[config.mk]
export PLATFORM = sky130hd
export DESIGN_NAME = ide_bm_dma
export DESIGN_NICKNAME = d
export VERILOG_FILES = /design/src/rtl/ide_bm_dma_pkg.sv /design/src/rtl/ide_bm_dma_regs.sv /design/src/rtl/ide_bm_dma_walker.sv /design/src/rtl/ide_bm_dma.sv
export SDC_FILE = /design/constraint.sdc
export NUM_CORES = 1
export LEC_CHECK = 0
export ABC_CLOCK_PERIOD_IN_PS = 2500
export BUFFER_PORTS_ARGS = -buffer_cell sky130_fd_sc_hd__buf_2
export CORE_ASPECT_RATIO = 1.4
export CORE_MARGIN = 5
export CORE_UTILIZATION = 46
export DETAILED_ROUTE_END_ITERATION = 6
export PLACE_DENSITY_LB_ADDON = 0.3
export SYNTH_ARGS = -nofsm -noshare
export SYNTH_HDL_FRONTEND = slang
export SYNTH_SLANG_ARGS = --single-unit
[constraint.sdc]
create_clock -name clk -period 2.5 [get_ports clk]
set_input_delay 0.125 -clock clk [delete_from_list [all_inputs] [get_ports clk]]
set_output_delay 0.125 -clock clk [all_outputs]
set_load 0.01 [all_outputs]
[src/rtl/ide_bm_dma_pkg.sv]
package ide_bm_dma_pkg;

    // Register offsets inside the eight-port window
    localparam logic [2:0] OFF_CMD  = 3'd0;
    localparam logic [2:0] OFF_STAT = 3'd2;
    localparam logic [2:0] OFF_BASE = 3'd4;

    localparam logic [7:0] CMD_KEEP  = 8'h09;  // start (bit 0), direction (bit 3)
    localparam logic [7:0] DRV_BUSY  = 8'h80;
    localparam logic [7:0] DRV_READY = 8'h50;  // ready + seek complete

    localparam int PRD_SHIFT = 3;              // descriptor is 8 bytes

    typedef enum logic [1:0] {
        W_IDLE,
        W_FETCH,
        W_ISSUE,
        W_WAIT
    } walk_state_t;

    typedef struct packed {
        logic        last;
        logic [14:0] resv;
        logic [15:0] count;
        logic [31:0] addr;
    } prd_t;

    function automatic logic [16:0] prd_len(input logic [15:0] count);
        return (count == 16'd0) ? 17'h10000 : {1'b0, count};
    endfunction

endpackage

[src/rtl/ide_bm_dma_regs.sv]
module ide_bm_dma_regs
    import ide_bm_dma_pkg::*;
#(
    parameter int          IO_W     = 16,
    parameter logic [15:0] WIN_BASE = 16'hC000,
    parameter int          ADDR_W   = 32
) (
    input  logic              clk,
    input  logic              rst,
    input  logic              io_wr,
    input  logic [IO_W-1:0]   io_addr,
    input  logic [7:0]        io_wdata,
    output logic [7:0]        io_rdata,
    input  logic              active,
    input  logic              done_evt,
    input  logic              err_evt,
    output logic              start_pulse,
    output logic              stop_pulse,
    output logic              dir,
    output logic [ADDR_W-1:0] tbl_base,
    output logic              int_flag
);
    localparam int NB = ADDR_W / 8;

    logic       hit;
    logic [2:0] off;
    logic       wr_cmd, wr_stat;
    logic [7:0] cmd_q;
    logic       err_q, int_q;
    logic [7:0] base_b [NB];

    assign hit     = (io_addr[IO_W-1:3] == WIN_BASE[IO_W-1:3]);
    assign off     = io_addr[2:0];
    assign wr_cmd  = io_wr && hit && (off == OFF_CMD);
    assign wr_stat = io_wr && hit && (off == OFF_STAT);

    assign start_pulse = wr_cmd && io_wdata[0] && !cmd_q[0];
    assign stop_pulse  = wr_cmd && !io_wdata[0];

    always_ff @(posedge clk) begin
        if (rst) begin
            cmd_q <= 8'h00;
        end else if (wr_cmd) begin
            cmd_q <= io_wdata & CMD_KEEP;
        end
    end

    // Sticky flags: events set, writing 1 clears, set wins
    always_ff @(posedge clk) begin
        if (rst) begin
            err_q <= 1'b0;
            int_q <= 1'b0;
        end else if (err_evt) begin
            err_q <= 1'b1;
            int_q <= 1'b1;
        end else if (done_evt) begin
            err_q <= 1'b0;
            int_q <= 1'b1;
        end else if (wr_stat) begin
            if (io_wdata[1]) err_q <= 1'b0;
            if (io_wdata[2]) int_q <= 1'b0;
        end
    end

    for (genvar b = 0; b < NB; b++) begin : g_base
        always_ff @(posedge clk) begin
            if (rst) begin
                base_b[b] <= 8'h00;
            end else if (io_wr && hit && (off == 3'(OFF_BASE + b))) begin
                base_b[b] <= io_wdata;
            end
        end
        assign tbl_base[8*b +: 8] = base_b[b];
    end

    always_comb begin
        io_rdata = 8'h00;
        if (hit) begin
            if (off == OFF_CMD) begin
                io_rdata = cmd_q;
            end else if (off == OFF_STAT) begin
                io_rdata = {5'b0, int_q, err_q, active};
            end else if (off[2]) begin
                io_rdata = base_b[off[1:0]];
            end
        end
    end

    assign dir      = cmd_q[3];
    assign int_flag = int_q;

    assert_err_flags_R10: assert property (@(posedge clk) disable iff (rst)
        err_evt |=> (err_q && int_q));

    assert_end_flags_R7: assert property (@(posedge clk) disable iff (rst)
        (done_evt && !err_evt) |=> (int_q && !err_q));

endmodule

[src/rtl/ide_bm_dma_walker.sv]
module ide_bm_dma_walker
    import ide_bm_dma_pkg::*;
#(
    parameter int ADDR_W = 32,
    parameter int IDX_W  = 16
) (
    input  logic              clk,
    input  logic              rst,
    input  logic              start,
    input  logic              stop,
    input  logic [ADDR_W-1:0] tbl_base,
    output logic              mem_req,
    output logic [ADDR_W-1:0] mem_addr,
    input  logic              mem_rvalid,
    input  logic [63:0]       mem_rdata,
    input  logic              mem_rerr,
    output logic              mv_start,
    output logic [ADDR_W-1:0] mv_addr,
    output logic [16:0]       mv_len,
    input  logic              mv_done,
    output logic              active,
    output logic              done_evt,
    output logic              err_evt,
    output logic [7:0]        drv_status
);
    walk_state_t      state;
    logic [IDX_W-1:0] idx;
    prd_t             rsp;
    logic             last_q;
    logic [15:0]      count_q;
    logic [31:0]      addr_q;
    logic [7:0]       drv_q;
    logic [14:0]      resv_unused;

    assign rsp         = prd_t'(mem_rdata);
    assign resv_unused = rsp.resv;

    assign mem_req  = (state == W_FETCH);
    assign mem_addr = tbl_base + ADDR_W'({idx, {PRD_SHIFT{1'b0}}});
    assign mv_start = (state == W_ISSUE);
    assign mv_addr  = ADDR_W'(addr_q);
    assign mv_len   = prd_len(count_q);
    assign active   = (state != W_IDLE);

    assign done_evt = !stop && (state == W_WAIT) && mv_done && last_q;
    assign err_evt  = !stop && (state == W_FETCH) && mem_rvalid && mem_rerr;

    always_ff @(posedge clk) begin
        if (rst) begin
            state   <= W_IDLE;
            idx     <= '0;
            last_q  <= 1'b0;
            count_q <= '0;
            addr_q  <= '0;
            drv_q   <= DRV_READY;
        end else if (stop) begin
            state <= W_IDLE;
        end else begin
            unique case (state)
                W_IDLE: if (start) begin
                    state <= W_FETCH;
                    idx   <= '0;
                    drv_q <= DRV_BUSY;
                end
                W_FETCH: if (mem_rvalid) begin
                    if (mem_rerr) begin
                        state <= W_IDLE;
                    end else begin
                        last_q  <= rsp.last;
                        count_q <= rsp.count;
                        addr_q  <= rsp.addr;
                        state   <= W_ISSUE;
                    end
                end
                W_ISSUE: state <= W_WAIT;
                W_WAIT: if (mv_done) begin
                    if (last_q) begin
                        state <= W_IDLE;
                        drv_q <= DRV_READY;
                    end else begin
                        idx   <= idx + 1'b1;
                        state <= W_FETCH;
                    end
                end
                default: state <= W_IDLE;
            endcase
        end
    end

    assign drv_status = drv_q;

    assert_fetch_hold_R4: assert property (@(posedge clk) disable iff (rst)
        (mem_req && !mem_rvalid && !stop) |=> (mem_req && $stable(mem_addr)));

    assert_issue_pulse_R5: assert property (@(posedge clk) disable iff (rst)
        mv_start |=> !mv_start);

    assert_start_fetch_R3: assert property (@(posedge clk) disable iff (rst)
        (start && !active) |=> (mem_req && mem_addr == $past(tbl_base)));

    assert_req_active_R9: assert property (@(posedge clk) disable iff (rst)
        stop |=> !mem_req);

    assert_end_status_R7: assert property (@(posedge clk) disable iff (rst)
        done_evt |=> (drv_status == DRV_READY && !active));

endmodule

[src/rtl/ide_bm_dma.sv]
module ide_bm_dma
    import ide_bm_dma_pkg::*;
#(
    parameter int          ADDR_W   = 32,
    parameter int          IO_W     = 16,
    parameter logic [15:0] WIN_BASE = 16'hC000,
    parameter int          IDX_W    = 16
) (
    input  logic              clk,
    input  logic              rst,
    input  logic              io_wr,
    input  logic [IO_W-1:0]   io_addr,
    input  logic [7:0]        io_wdata,
    output logic [7:0]        io_rdata,
    output logic              mem_req,
    output logic [ADDR_W-1:0] mem_addr,
    input  logic              mem_rvalid,
    input  logic [63:0]       mem_rdata,
    input  logic              mem_rerr,
    output logic              mv_start,
    output logic [ADDR_W-1:0] mv_addr,
    output logic [16:0]       mv_len,
    output logic              mv_dir,
    input  logic              mv_done,
    output logic [7:0]        drv_status,
    output logic              irq
);
    logic              active, done_evt, err_evt;
    logic              start_pulse, stop_pulse;
    logic [ADDR_W-1:0] tbl_base;

    ide_bm_dma_regs #(
        .IO_W(IO_W), .WIN_BASE(WIN_BASE), .ADDR_W(ADDR_W)
    ) i_regs (
        .clk(clk), .rst(rst),
        .io_wr(io_wr), .io_addr(io_addr), .io_wdata(io_wdata), .io_rdata(io_rdata),
        .active(active), .done_evt(done_evt), .err_evt(err_evt),
        .start_pulse(start_pulse), .stop_pulse(stop_pulse),
        .dir(mv_dir), .tbl_base(tbl_base), .int_flag(irq)
    );

    ide_bm_dma_walker #(
        .ADDR_W(ADDR_W), .IDX_W(IDX_W)
    ) i_walker (
        .clk(clk), .rst(rst),
        .start(start_pulse), .stop(stop_pulse), .tbl_base(tbl_base),
        .mem_req(mem_req), .mem_addr(mem_addr),
        .mem_rvalid(mem_rvalid), .mem_rdata(mem_rdata), .mem_rerr(mem_rerr),
        .mv_start(mv_start), .mv_addr(mv_addr), .mv_len(mv_len), .mv_done(mv_done),
        .active(active), .done_evt(done_evt), .err_evt(err_evt),
        .drv_status(drv_status)
    );

    assert_irq_idle_R7: assert property (@(posedge clk) disable iff (rst)
        $rose(irq) |-> !active);

endmodule

==> results.json <==
{
  "status": "finished, violations left",
  "violations": "setup timing",
  "timing.final.max_slew_violations": 0,
  "yosys_warnings": 0,
  "fin_nets": 967,
  "synthCells": 662,
  "remaining_drc_errors": 0,
  "fp.coreArea_um2": 12300,
  "cp.depth": 11,
  "via_per_inst": 5.58,
  "powerDensity_nw_per_um2": 473,
  "seqCellArea_um2": 2420,
  "dp_slack_ns": -0.318,
  "cts_sinks": 105,
  "die_w_um": 105,
  "ys_types": 61,
  "r2r_start": "i_walker.idx[1]",
  "grt_util_all_layers": 0.221,
  "path_class": "flop to output port",
  "gr-total-overflow": 0,
  "dp_hpwl_mm": 13.3,
  "path_max_fanout": 7,
  "min_period_over_period": 1.12,
  "relSlewSlack": 0.566,
  "clkLatencyLatePin_ns": 0.34,
  "n_antenna_cell": 0,
  "whs_ns": 0.0117,
  "start_kind": "flop",
  "cts_buffer_depth": 2,
  "ys_seq_area_frac": 0.420,
  "grt_pass1_vias": 5616,
  "cts_tree": "done",
  "synthFlopType": "dfxtp_1",
  "globalplace.congestion": 1.01,
  "critPathBufInv": 3,
  "ys_async_sr_fraction": 0,
  "fmax_mhz": 358,
  "drtIter0Drc": 435,
  "critPathArrivalTime_ns": 2.67,
  "r2r_cells": 8,
  "num_rows": 48,
  "min_path_type": "input pin to flop",
  "syn_area_per_cell_um2": 8.72,
  "max_stage_delay_ns": 0.41,
  "routed_wl_mm": 17.2,
  "worst_ep_required_time_ns": 2.38,
  "placement.io_buffers": 174,
  "path_cells": "ha_2, fa_2, a211oi_4, nor4_2, nor4_1, buf_4, buf_6, o31ai_4, nand4_1, xnor2_1, buf_2",
  "firstDrtPassIters": 5,
  "drtAntennaViolNets": 0,
  "grt_pass1_wl_mm": 27.1,
  "placed_area_um2": 6960,
  "p_leak_nw": 3.10,
  "report.final.hold_viol_count": 0,
  "fin_skew_ns": 0.00663,
  "critPathSlowestCell": "edfxtp_1",
  "cap_violations": 0,
  "die-area_um2": 14900,
  "clkTransAtPathRegs_ns": 0.07,
  "syn_area_um2": 5770,
  "synth_edf_count": 32,
  "n_fill_cell": 1088,
  "fin_setup_tns_ns": -4.47,
  "vias": 5632,
  "endpoint": "mem_addr[23]",
  "root_buffer": "clkbuf_16",
  "yosysTopAreaCellShare": 0.253,
  "finalSetupViolations": 20,
  "hold_path_depth": 3,
  "worstSetupStartpoint": "i_regs.base_b[0][3]",
  "routedWlPerCell_um": 17.0,
  "grt_max_degree": 52,
  "vdd_ir_drop_max_mv": 0.395,
  "fin_ws_ns": -0.293,
  "cts_buffers": 9,
  "end_kind": "output port",
  "reg2reg_to": "i_walker.idx[14]",
  "fin_crit_ns": 2.79,
  "synthToLayoutAreaGrowth_pct": 30.0,
  "totalPowerFinal_mw": 3.55,
  "stdcell_area_um2": 7500,
  "drive_gt1_frac": 0.359,
  "worst_slew_pin_slew_ns": 0.651,
  "antenna_found_initial": 0,
  "die_h_um": 143,
  "ios": 195,
  "reg2reg_slack_ns": 0.50,
  "rsz0062_at_grt": "yes",
  "ys_ff_latch": 105,
  "cts_max_level": 3,
  "critPathTopFamily": "adder cells",
  "initial_core_util": 0.469,
  "multi_input_area_um2": 3240,
  "synth.area.top_cells": "dfxtp_1 25%, edfxtp_1 17%, nand2_1 8.1%, a21oi_1 6.3%, ha_1 3.7%",
  "yosysTopAreaCell": "dfxtp_1"
}
final cells by class:
class	count	share of cell area
multi-input cells	498	0.431
repair buffers	230	0.175
flip-flops and latches	105	0.323
clock inverters	6	0.00984
clock buffers	10	0.0305
inverters	11	0.00550
well taps	150	0.0250
report_power, final:
part,internal (mW),switching [mW]
clock,0.791,0.634
combinational,0.145,0.171
sequential,1.78,0.0295
total,2.71,0.834
cells in the mapped netlist (3+ instances only):
master,count
a21oi_2,10
nand2b_1,4
dfxtp_1,73
and3_1,13
mux4_2,8
buf_4,9
edfxtp_1,32
nor2_1,27
ha_1,17
nand3_1,19
clkbuf_1,35
nor2b_1,4
nand4_1,6
a21o_1,4
xor2_1,10
o21ai_0,21
nand4b_1,3
and4_1,5
nor4_1,10
xnor2_1,15
inv_1,11
o21bai_1,5
nand2_2,10
a31oi_1,9
nand2_1,124
and2_1,33
a21oi_1,73
nand3b_1,3
a311oi_1,4
a211oi_1,5
buf_2,4
nor3_1,13
a21boi_0,5
a22oi_1,4
cells by family after synthesis:
kind of cell / synth area share
other: 0.000650
adders and majority gates: 0.0403
and+or+nand+nor: 0.250
xor gates and xnor gates: 0.0379
DFF: 0.420
buffers and inverters: 0.0531
AOI/OAI and AO/OA: 0.167
muxes: 0.0312
what timing repair did:
action / in CTS / in global routing
pin swaps: 30 / 8
endpoints found under the hold margin: 1 / 0
setup buffers: 5 / 3
endpoints found under the setup margin: 22 / 22
gates resized for setup: 34 / 7
hold buffers: 1 / 0
worst min-delay path by stage:
stage | startpoint | to
2_1_floorplan | mem_rdata[32] | i_walker.count_q[0]
3_3_place_gp | mem_rdata[14] | i_walker.mv_addr[14]
6_report | mem_rdata[21] | i_walker.mv_addr[21]
3_5_place_dp | mem_rdata[29] | i_walker.mv_addr[29]
5_1_grt | mem_rdata[27] | i_walker.mv_addr[27]
4_1_cts | mem_rdata[21] | i_walker.mv_addr[21]
tightest hold or removal path, cell delays in order:
cell and delay (ns):
buf_2 0.10, nand2_1 0.04, a21oi_1 0.05
sequential cells by signal, indices dropped and copies added, names as in the netlist, 2 cells and up, named ones only:
register             cells
i_regs.base_b           32
i_walker.mv_addr        32
i_walker.count_q        16
i_regs.cmd_q             2
i_walker.drv_status      2
i_walker.idx            16
per-layer routing:
metal | up-vias | track usage | routed length [µm]
li1 | 2709 | - | -
met1 | 2628 | 0.233 | 6240
met2 | 247 | 0.418 | 9190
met3 | 48 | 0.0517 | 1180
met4 | 0 | 0.0963 | 584
met5 | - | 0 | 0
metrics by stage:
stage               utilization  instances
floorplan                     -        666
global placement          0.565        986
detailed placement        0.565        986
CTS                       0.605       1007
global route              0.609       1010
finish                    0.609       1010
cell usage in the layout (no fill, tap or decap), types with 4 or more instances in the layout:
cell,n
a21boi_2,5
o21bai_1,5
and4_1,5
nand2_2,11
nand2_1,122
clkbuf_16,9
o21ai_0,21
nand4_1,6
xnor2_1,15
inv_1,11
a31oi_1,9
nor2b_1,4
xor2_1,10
nor3_1,12
a211oi_1,4
mux4_2,8
edfxtp_1,32
a21oi_2,14
nand3_1,18
nor4_1,9
nand2b_1,4
and2_1,33
a21oi_1,68
and3_1,13
buf_2,174
nor2_1,26
a21o_1,4
buf_4,52
dfxtp_1,73
conb_1,5
ha_1,15
No activity file was read; power rests on OpenSTA's default activity.
